`config.mk`:
```
export PLATFORM = sky130hd
export DESIGN_NAME = evt_ctx_ctrl
export DESIGN_NICKNAME = d
export VERILOG_FILES = /design/src/rtl/evt_ctx_pkg.sv /design/src/rtl/evt_sp_bank.sv /design/src/rtl/evt_frame_lifo.sv /design/src/rtl/evt_gs_regs.sv /design/src/rtl/evt_ctx_ctrl.sv
export SDC_FILE = /design/constraint.sdc
export NUM_CORES = 1
export LEC_CHECK = 0
export BUFFER_PORTS_ARGS = -buffer_cell sky130_fd_sc_hd__buf_4
export CAP_MARGIN = 0
export CORE_MARGIN = 2
export CORE_UTILIZATION = 60
export CTS_BUF_LIST = sky130_fd_sc_hd__clkbuf_8
export DETAILED_ROUTE_END_ITERATION = 8
export PLACE_DENSITY = 0.84
export SLEW_MARGIN = 20
export SYNTH_ARGS = -nofsm -noshare
export SYNTH_HDL_FRONTEND = slang
export SYNTH_SLANG_ARGS = --single-unit
```
`constraint.sdc`:
```
create_clock -name clk -period 4 [get_ports clk]
set_input_delay 0.2 -clock clk [delete_from_list [all_inputs] [get_ports clk]]
set_output_delay 0.2 -clock clk [all_outputs]
set_load 0.005 [all_outputs]
```
`src/rtl/evt_ctx_pkg.sv`:
```
// Shared types and helpers for the event-delivery state controller.
// Assumes exactly four stack levels; the level width is derived from that count.
package evt_ctx_pkg;
    localparam int NUM_LVL = 4;
    localparam int LVL_W   = $clog2(NUM_LVL);

    typedef logic [LVL_W-1:0] lvl_t;

    // Operation chosen for the cycle after priority resolution
    typedef enum logic [2:0] {
        OP_IDLE,
        OP_DLV,
        OP_RET,
        OP_SWAP,
        OP_LDK
    } op_e;

    // Higher of two stack levels
    function automatic lvl_t lvl_max(input lvl_t a, input lvl_t b);
        return (a > b) ? a : b;
    endfunction
endpackage

```
`src/rtl/evt_sp_bank.sv`:
```
// Per-level programmable stack-pointer registers, one per stack level.
// A write changes only the addressed level. The read port is combinational,
// so a same-cycle write is not seen by a read in that cycle.
module evt_sp_bank
    import evt_ctx_pkg::*;
#(
    parameter int SP_W = 32
) (
    input  logic            clk,
    input  logic            rst_n,
    input  logic            wr_en,
    input  lvl_t            wr_lvl,
    input  logic [SP_W-1:0] wr_data,
    input  lvl_t            rd_lvl,
    output logic [SP_W-1:0] rd_data
);
    logic [NUM_LVL-1:0][SP_W-1:0] sp_flat;

    for (genvar g = 0; g < NUM_LVL; g++) begin : g_lvl
        logic [SP_W-1:0] sp_q;
        // hold the stack-pointer value programmed for level g
        always_ff @(posedge clk) begin
            if (!rst_n)
                sp_q <= '0;
            else if (wr_en && (wr_lvl == lvl_t'(g)))
                sp_q <= wr_data;
        end
        assign sp_flat[g] = sp_q;
    end

    // select the register of the requested level
    assign rd_data = sp_flat[rd_lvl];

    AST_SP_WR_TAKES : assert property (@(posedge clk) disable iff (!rst_n)
        wr_en |=> sp_flat[$past(wr_lvl)] == $past(wr_data));
endmodule

```
`src/rtl/evt_frame_lifo.sv`:
```
// Last-in first-out store for saved contexts (stack level plus stack pointer).
// The caller must never push when full or pop when empty, and never both at once.
module evt_frame_lifo #(
    parameter int DEPTH = 4,
    parameter int W     = 34
) (
    input  logic         clk,
    input  logic         rst_n,
    input  logic         push,
    input  logic [W-1:0] push_data,
    input  logic         pop,
    output logic [W-1:0] top_data,
    output logic         full,
    output logic         empty
);
    localparam int CNT_W = $clog2(DEPTH + 1);
    localparam int IDX_W = (DEPTH > 1) ? $clog2(DEPTH) : 1;

    logic [CNT_W-1:0]          cnt_q;
    logic [DEPTH-1:0][W-1:0]   ent_flat;
    logic [IDX_W-1:0]          rd_idx;

    for (genvar g = 0; g < DEPTH; g++) begin : g_ent
        logic [W-1:0] ent_q;
        // capture a frame when it is pushed into slot g
        always_ff @(posedge clk) begin
            if (!rst_n)
                ent_q <= '0;
            else if (push && (cnt_q == CNT_W'(g)))
                ent_q <= push_data;
        end
        assign ent_flat[g] = ent_q;
    end

    // track the number of held frames
    always_ff @(posedge clk) begin
        if (!rst_n)
            cnt_q <= '0;
        else if (push)
            cnt_q <= cnt_q + 1'b1;
        else if (pop)
            cnt_q <= cnt_q - 1'b1;
    end

    // expose occupancy and the most recent frame
    assign full     = (cnt_q == CNT_W'(DEPTH));
    assign empty    = (cnt_q == '0);
    assign rd_idx   = IDX_W'(cnt_q - 1'b1);
    assign top_data = empty ? '0 : ent_flat[rd_idx];

    AST_LIFO_PUSH_FULL : assert property (@(posedge clk) disable iff (!rst_n)
        push |-> !full);
    AST_LIFO_POP_EMPTY : assert property (@(posedge clk) disable iff (!rst_n)
        pop |-> !empty);
    AST_LIFO_ONE_OP : assert property (@(posedge clk) disable iff (!rst_n)
        !(push && pop));
endmodule

```
`src/rtl/evt_gs_regs.sv`:
```
// Active GS base and kernel GS base pair with exchange and kernel-load operations.
// The caller must not request a swap and a load in the same cycle.
module evt_gs_regs #(
    parameter int GS_W = 32
) (
    input  logic            clk,
    input  logic            rst_n,
    input  logic            swap,
    input  logic            load,
    input  logic [GS_W-1:0] load_data,
    output logic [GS_W-1:0] gs,
    output logic [GS_W-1:0] kgs
);
    // update the GS pair on an exchange or a kernel load
    always_ff @(posedge clk) begin
        if (!rst_n) begin
            gs  <= '0;
            kgs <= '0;
        end else if (swap) begin
            gs  <= kgs;
            kgs <= gs;
        end else if (load) begin
            kgs <= load_data;
        end
    end

    AST_GS_SWAP_XCHG : assert property (@(posedge clk) disable iff (!rst_n)
        swap |=> (gs == $past(kgs)) && (kgs == $past(gs)));
    AST_GS_LOAD_KEEP : assert property (@(posedge clk) disable iff (!rst_n)
        load |=> $stable(gs) && (kgs == $past(load_data)));
endmodule

```
`src/rtl/evt_ctx_ctrl.sv`:
```
// Top of the event-delivery state controller. It resolves the requests by
// priority, moves the ring, stack level, stack pointer and NMI state, and
// drives the frame stack and the GS pair. Each request takes effect on the
// edge that samples it. Faults are registered pulses one cycle long.
module evt_ctx_ctrl
    import evt_ctx_pkg::*;
#(
    parameter int SP_W        = 32,
    parameter int GS_W        = 32,
    parameter int FRAME_DEPTH = 4
) (
    input  logic             clk,
    input  logic             rst_n,
    input  logic             mech_en,
    input  logic             sp_wr_en,
    input  logic [LVL_W-1:0] sp_wr_lvl,
    input  logic [SP_W-1:0]  sp_wr_data,
    input  logic             dlv_req,
    input  logic [LVL_W-1:0] dlv_lvl,
    input  logic             dlv_nmi,
    input  logic             ret_req,
    input  logic             ret_to_user,
    input  logic             ret_nmi_unblk,
    input  logic             gs_swap_req,
    input  logic             kgs_load_req,
    input  logic [GS_W-1:0]  kgs_load_data,
    output logic             in_user,
    output logic [LVL_W-1:0] cur_lvl,
    output logic [SP_W-1:0]  cur_sp,
    output logic [GS_W-1:0]  gs_base,
    output logic [GS_W-1:0]  kgs_base,
    output logic             nmi_blocked,
    output logic             flt_undef,
    output logic             flt_overflow,
    output logic             flt_return
);
    localparam int FRAME_W = LVL_W + SP_W;

    op_e              op;
    logic             do_dlv, do_ret, ovf_hit, ret_bad, ud_hit;
    logic             gs_swap, gs_load;
    lvl_t             new_lvl, frm_lvl;
    logic [SP_W-1:0]  bank_sp, frm_sp;
    logic [FRAME_W-1:0] push_frame, top_frame;
    logic             lifo_full, lifo_empty;

    // pick one operation per cycle: delivery, return, swap, load
    always_comb begin
        op = OP_IDLE;
        if (dlv_req)
            op = OP_DLV;
        else if (ret_req)
            op = OP_RET;
        else if (gs_swap_req)
            op = OP_SWAP;
        else if (kgs_load_req)
            op = OP_LDK;
    end

    // qualify the chosen operation against the current state
    always_comb begin
        ovf_hit = (op == OP_DLV) && lifo_full;
        do_dlv  = (op == OP_DLV) && !lifo_full;
        ret_bad = (op == OP_RET) && (lifo_empty || in_user);
        do_ret  = (op == OP_RET) && !ret_bad;
        ud_hit  = (op == OP_SWAP) && mech_en;
        gs_swap = (do_dlv && in_user) || (do_ret && ret_to_user)
                || ((op == OP_SWAP) && !mech_en);
        gs_load = (op == OP_LDK);
    end

    assign new_lvl    = lvl_max(cur_lvl, dlv_lvl);
    assign push_frame = {cur_lvl, cur_sp};
    assign frm_lvl    = top_frame[FRAME_W-1 -: LVL_W];
    assign frm_sp     = top_frame[SP_W-1:0];

    evt_sp_bank #(.SP_W(SP_W)) i_sp_bank (
        .clk     (clk),
        .rst_n   (rst_n),
        .wr_en   (sp_wr_en),
        .wr_lvl  (sp_wr_lvl),
        .wr_data (sp_wr_data),
        .rd_lvl  (new_lvl),
        .rd_data (bank_sp)
    );

    evt_frame_lifo #(.DEPTH(FRAME_DEPTH), .W(FRAME_W)) i_lifo (
        .clk       (clk),
        .rst_n     (rst_n),
        .push      (do_dlv),
        .push_data (push_frame),
        .pop       (do_ret),
        .top_data  (top_frame),
        .full      (lifo_full),
        .empty     (lifo_empty)
    );

    evt_gs_regs #(.GS_W(GS_W)) i_gs (
        .clk       (clk),
        .rst_n     (rst_n),
        .swap      (gs_swap),
        .load      (gs_load),
        .load_data (kgs_load_data),
        .gs        (gs_base),
        .kgs       (kgs_base)
    );

    // move ring, level, stack pointer and NMI state on delivery or return
    always_ff @(posedge clk) begin
        if (!rst_n) begin
            in_user     <= 1'b0;
            cur_lvl     <= '0;
            cur_sp      <= '0;
            nmi_blocked <= 1'b0;
        end else if (do_dlv) begin
            in_user <= 1'b0;
            cur_lvl <= new_lvl;
            if (new_lvl != cur_lvl)
                cur_sp <= bank_sp;
            if (dlv_nmi)
                nmi_blocked <= 1'b1;
        end else if (do_ret) begin
            in_user <= ret_to_user;
            cur_lvl <= frm_lvl;
            cur_sp  <= frm_sp;
            if (ret_nmi_unblk)
                nmi_blocked <= 1'b0;
        end
    end

    // register the one-cycle fault pulses
    always_ff @(posedge clk) begin
        if (!rst_n) begin
            flt_undef    <= 1'b0;
            flt_overflow <= 1'b0;
            flt_return   <= 1'b0;
        end else begin
            flt_undef    <= ud_hit;
            flt_overflow <= ovf_hit;
            flt_return   <= ret_bad;
        end
    end

    AST_DLV_NO_DROP : assert property (@(posedge clk) disable iff (!rst_n)
        do_dlv |=> cur_lvl >= $past(cur_lvl));
    AST_DLV_SUPER : assert property (@(posedge clk) disable iff (!rst_n)
        do_dlv |=> !in_user);
    AST_RET_USER : assert property (@(posedge clk) disable iff (!rst_n)
        (do_ret && ret_to_user) |=> in_user);
    AST_NMI_HOLD : assert property (@(posedge clk) disable iff (!rst_n)
        (do_ret && !ret_nmi_unblk) |=> nmi_blocked == $past(nmi_blocked));
    AST_UD_FROZEN : assert property (@(posedge clk) disable iff (!rst_n)
        flt_undef |-> $stable(gs_base) && $stable(kgs_base) && $stable(cur_sp));
    AST_OVF_FROZEN : assert property (@(posedge clk) disable iff (!rst_n)
        flt_overflow |-> $stable(cur_lvl) && $stable(cur_sp) && $stable(nmi_blocked));
    AST_RETF_FROZEN : assert property (@(posedge clk) disable iff (!rst_n)
        flt_return |-> $stable(cur_lvl) && $stable(cur_sp) && $stable(in_user)
                       && $stable(gs_base));
    AST_ONE_FAULT : assert property (@(posedge clk) disable iff (!rst_n)
        $onehot0({flt_undef, flt_overflow, flt_return}));
endmodule

```
==> impl_metrics.xml <==
<?xml version="1.0" encoding="UTF-8"?>
<metrics>
  <group name="outcome">
    <metric name="outcome" unit="">finished clean</metric>
  </group>
  <group name="sta">
    <metric name="slew_of_the_pin_with_the_lowest_slew_margin" unit="ns">1.10</metric>
    <metric name="final_hold_viol_count" unit="">0</metric>
    <metric name="fmax" unit="MHz">346</metric>
    <metric name="fin_tns_setup" unit="ns">0</metric>
    <metric name="rsz_0062_raised_after_global_routing" unit="">false</metric>
    <metric name="fin_crit_sh" unit="">0.722</metric>
    <metric name="worst_clock_skew" unit="ns">0.0157</metric>
    <metric name="finalWorstPathRequiredPeriod" unit="ns">2.89</metric>
    <metric name="maxSlewViolCount" unit="">0</metric>
    <metric name="finalSetupViolations" unit="">0</metric>
    <metric name="remaining_max_slew_budget_at_the_tightest_pin" unit="">0.268</metric>
  </group>
  <group name="power_and_ir_drop">
    <metric name="power.static_leakage" unit="µW">0.00670</metric>
    <metric name="power.density" unit="nW/µm²">503</metric>
    <metric name="worst_ir_drop_vdd" unit="mV">0.330</metric>
    <metric name="total_power" unit="µW">9340</metric>
  </group>
  <group name="worst_setup_path">
    <metric name="ff2ff_setup_slack" unit="ns">1.11</metric>
    <metric name="critical_path_required" unit="ns">4.52</metric>
    <metric name="end_kind" unit="">flip-flop</metric>
    <metric name="cp.arrival" unit="ns">3.41</metric>
    <metric name="critical_path.max_fanout" unit="">31</metric>
    <metric name="timing_worst_setup_path_type" unit="">flip-flop to flip-flop</metric>
    <metric name="worstSetupStartpointType" unit="">flip-flop</metric>
  </group>
  <group name="global_route">
    <metric name="grt_overflow" unit="">0</metric>
    <metric name="grt_pass1_vias" unit="">13682</metric>
    <metric name="grt_pass1_wl" unit="µm">71500</metric>
    <metric name="grtUsageTotal" unit="">0.337</metric>
    <metric name="pin_count_of_the_biggest_net_entering_global_routing" unit="">97</metric>
    <metric name="initial_antenna_violation_count" unit="">4</metric>
  </group>
  <group name="yosys">
    <metric name="synth-seq-area-share" unit="">0.484</metric>
    <metric name="synth_flop_cell" unit="">sky130_fd_sc_hd__dfxtp_1</metric>
    <metric name="post_synth_num_cell_types" unit="">51</metric>
    <metric name="synth-warning-count" unit="">0</metric>
    <metric name="postSynth.asyncResetShare" unit="">0</metric>
    <metric name="post_synth_edffs" unit="">0</metric>
    <metric name="postSynthAreaPerCell" unit="µm²">8.48</metric>
    <metric name="postSynthNetCount" unit="">1893</metric>
    <metric name="post_synth_instance_area" unit="µm²">15300</metric>
    <metric name="synthCells" unit="">1804</metric>
    <metric name="ys_seq_elements" unit="">370</metric>
  </group>
  <group name="finish">
    <metric name="final-seq-area" unit="µm²">7410</metric>
    <metric name="syn2layout_area_growth" unit="%">21.5</metric>
    <metric name="fillers" unit="">1739</metric>
    <metric name="top_library_cells_by_usage_in_the_layout_fill_and_taps_aside" unit="">sky130_fd_sc_hd__nand2_1, sky130_fd_sc_hd__dfxtp_1, sky130_fd_sc_hd__a21oi_1</metric>
    <metric name="nNetsFinal" unit="">2078</metric>
    <metric name="post_route_cells_drive_above_1_share" unit="">0.178</metric>
    <metric name="mostFrequentLayoutCell" unit="">sky130_fd_sc_hd__nand2_1</metric>
    <metric name="multi_input_logic_area" unit="µm²">7280</metric>
  </group>
  <group name="cts">
    <metric name="post-cts-setup-buffers" unit="">0</metric>
    <metric name="cts_buffer_depth" unit="">3</metric>
    <metric name="clock_tree.htree_level_count" unit="">2</metric>
    <metric name="clock_latency" unit="ns">0.60</metric>
    <metric name="cts_hold_buffers" unit="">72</metric>
    <metric name="tritoncts" unit="">built</metric>
    <metric name="tritoncts_num_sinks" unit="">370</metric>
    <metric name="clk_pin_slew" unit="ns">0.06</metric>
    <metric name="root_buffer" unit="">sky130_fd_sc_hd__clkbuf_8</metric>
    <metric name="numCtsBuffers" unit="">57</metric>
    <metric name="post_cts.resized_instances" unit="">0</metric>
  </group>
  <group name="drt">
    <metric name="wire_per_inst" unit="µm">19.2</metric>
    <metric name="remaining_drc_errors" unit="">0</metric>
    <metric name="drt_iter0_markers" unit="">1524</metric>
    <metric name="routed_wire_length" unit="µm">45300</metric>
    <metric name="dr_total_vias" unit="">14294</metric>
    <metric name="mean_number_of_vias_per_cell" unit="">6.05</metric>
    <metric name="first_pass_iters" unit="">5</metric>
    <metric name="antenna_violating_nets_post_route" unit="">0</metric>
  </group>
  <group name="floorplanning">
    <metric name="start_util" unit="">0.609</metric>
    <metric name="chipHeight" unit="µm">164</metric>
    <metric name="die_w" unit="µm">164</metric>
    <metric name="die-area" unit="µm²">26800</metric>
    <metric name="top_level_ports" unit="">182</metric>
    <metric name="rows" unit="">58</metric>
    <metric name="core-area" unit="µm²">25100</metric>
  </group>
  <group name="placement">
    <metric name="dpl.hpwl" unit="µm">27600</metric>
    <metric name="gp_routability_congestion" unit="">0.883</metric>
    <metric name="port-buffer-count" unit="">181</metric>
  </group>
  <group name="hold_path">
    <metric name="min-delay-path-class" unit="">input pin to flip-flop</metric>
  </group>
  <group name="job">
    <metric name="maxCapViolCount" unit="">0</metric>
  </group>
</metrics>
==> synth_stat cells, types with 3 or more instances <==
library cell | instances | area share
sky130_fd_sc_hd__inv_2 | 3 | 0.00074
sky130_fd_sc_hd__ha_1 | 10 | 0.0082
sky130_fd_sc_hd__a21oi_1 | 301 | 0.098
sky130_fd_sc_hd__nor4b_1 | 16 | 0.0092
sky130_fd_sc_hd__nand3_1 | 16 | 0.0052
sky130_fd_sc_hd__nor2_1 | 41 | 0.010
sky130_fd_sc_hd__or2_1 | 3 | 0.0012
sky130_fd_sc_hd__a211oi_1 | 34 | 0.017
sky130_fd_sc_hd__o21ai_0 | 16 | 0.0052
sky130_fd_sc_hd__buf_2 | 23 | 0.0075
sky130_fd_sc_hd__mux2i_1 | 32 | 0.021
sky130_fd_sc_hd__a221o_1 | 18 | 0.012
sky130_fd_sc_hd__inv_1 | 6 | 0.0015
sky130_fd_sc_hd__buf_4 | 4 | 0.0020
sky130_fd_sc_hd__mux4_2 | 51 | 0.075
sky130_fd_sc_hd__nand2b_1 | 4 | 0.0016
sky130_fd_sc_hd__and2_1 | 5 | 0.0020
sky130_fd_sc_hd__clkbuf_1 | 122 | 0.030
sky130_fd_sc_hd__a31oi_1 | 32 | 0.013
sky130_fd_sc_hd__nand2_1 | 603 | 0.15
sky130_fd_sc_hd__nor2b_1 | 34 | 0.014
sky130_fd_sc_hd__dfxtp_1 | 370 | 0.48
sky130_fd_sc_hd__a311oi_1 | 15 | 0.0086
sky130_fd_sc_hd__nor3_1 | 16 | 0.0052
==> worst max-delay path: stages (launching register included) <==
cell and delay (ns):
sky130_fd_sc_hd__dfxtp_1 0.56, sky130_fd_sc_hd__inv_1 0.09, sky130_fd_sc_hd__ha_1 0.29, sky130_fd_sc_hd__nor2b_2 0.22, sky130_fd_sc_hd__o21ba_1 0.29, sky130_fd_sc_hd__buf_4 0.37, sky130_fd_sc_hd__or2_1 0.30, sky130_fd_sc_hd__buf_4 0.33
sky130_fd_sc_hd__a311oi_1 0.14, sky130_fd_sc_hd__a31oi_1 0.22
==> per-layer routing <==
layer	vias to the layer above	share of wire	global-route usage
met1	6794	0.39	0.444
met3	124	0.11	0.0856
met2	829	0.47	0.535
li1	6543	-	-
met4	4	0.031	0.128
met5	-	0.00051	0
==> final timing paths <==
kind                            startpoint                  endpoint  depth (start not counted)
setup reg to reg                cur_lvl[0]                cur_sp[28]                          9
hold / removal           kgs_load_data[22]              i_gs.kgs[22]                          3
hold reg to reg   i_lifo.g_ent[1].ent_q[9]  i_lifo.g_ent[1].ent_q[9]                          2
setup / recovery                cur_lvl[0]                cur_sp[28]                          9
==> state kept, by name (all words and copies together), names as in the netlist <==
register              flops
cur_lvl                   2
cur_sp                   32
flt_overflow              1
flt_return                1
flt_undef                 1
i_gs.gs                  32
i_gs.kgs                 32
i_lifo.cnt_q              3
i_lifo.g_ent.ent_q      136
i_sp_bank.g_lvl.sp_q    128
in_user                   1
nmi_blocked               1
==> cell type report <==
| class | instances | area share |
|---|---|---|
| Clock inverter | 28 | 0.00640 |
| Antenna cell | 1 | 0.000135 |
| Sequential cell | 370 | 0.399 |
| Inverter | 9 | 0.00222 |
| Tap cell | 330 | 0.0222 |
| Timing Repair Buffer | 278 | 0.124 |
| Clock buffer | 74 | 0.0548 |
| Multi-Input combinational cell | 1273 | 0.392 |
==> stage by stage <==
| step | std cells | setup slack, ns | utilization | instance area (µm²) | hold slack [ns] |
|---|---|---|---|---|---|
| 2_1_floorplan | 1804 | 1.17 | - | 15300 | 0.297 |
| 3_3_place_gp | 2187 | 1.26 | 0.665 | 16700 | 0.388 |
| 3_5_place_dp | 2187 | 1.16 | 0.665 | 16700 | 0.393 |
| 4_1_cts | 2361 | 1.14 | 0.739 | 18600 | 0.00196 |
| 5_1_grt | 2363 | 0.919 | 0.740 | 18600 | 0.0182 |
| 6_report | 2363 | 1.11 | 0.740 | 18600 | 0.00631 |
==> kinds of logic after synthesis <==
group | Yosys count | synth area share
flops | 370 | 0.484
xor+xnor | 3 | 0.00172
buf+inv | 161 | 0.0431
mux | 84 | 0.0968
fa+ha+maj | 10 | 0.00818
simple gates | 751 | 0.206
compound gates | 425 | 0.160
==> power breakdown <==
part,internal [µW],switching (µW),total [µW]
Combinational,758,1280,2030
Clock,1650,1440,3080
Sequential,3930,292,4220
(Power assumes the default switching activity.)
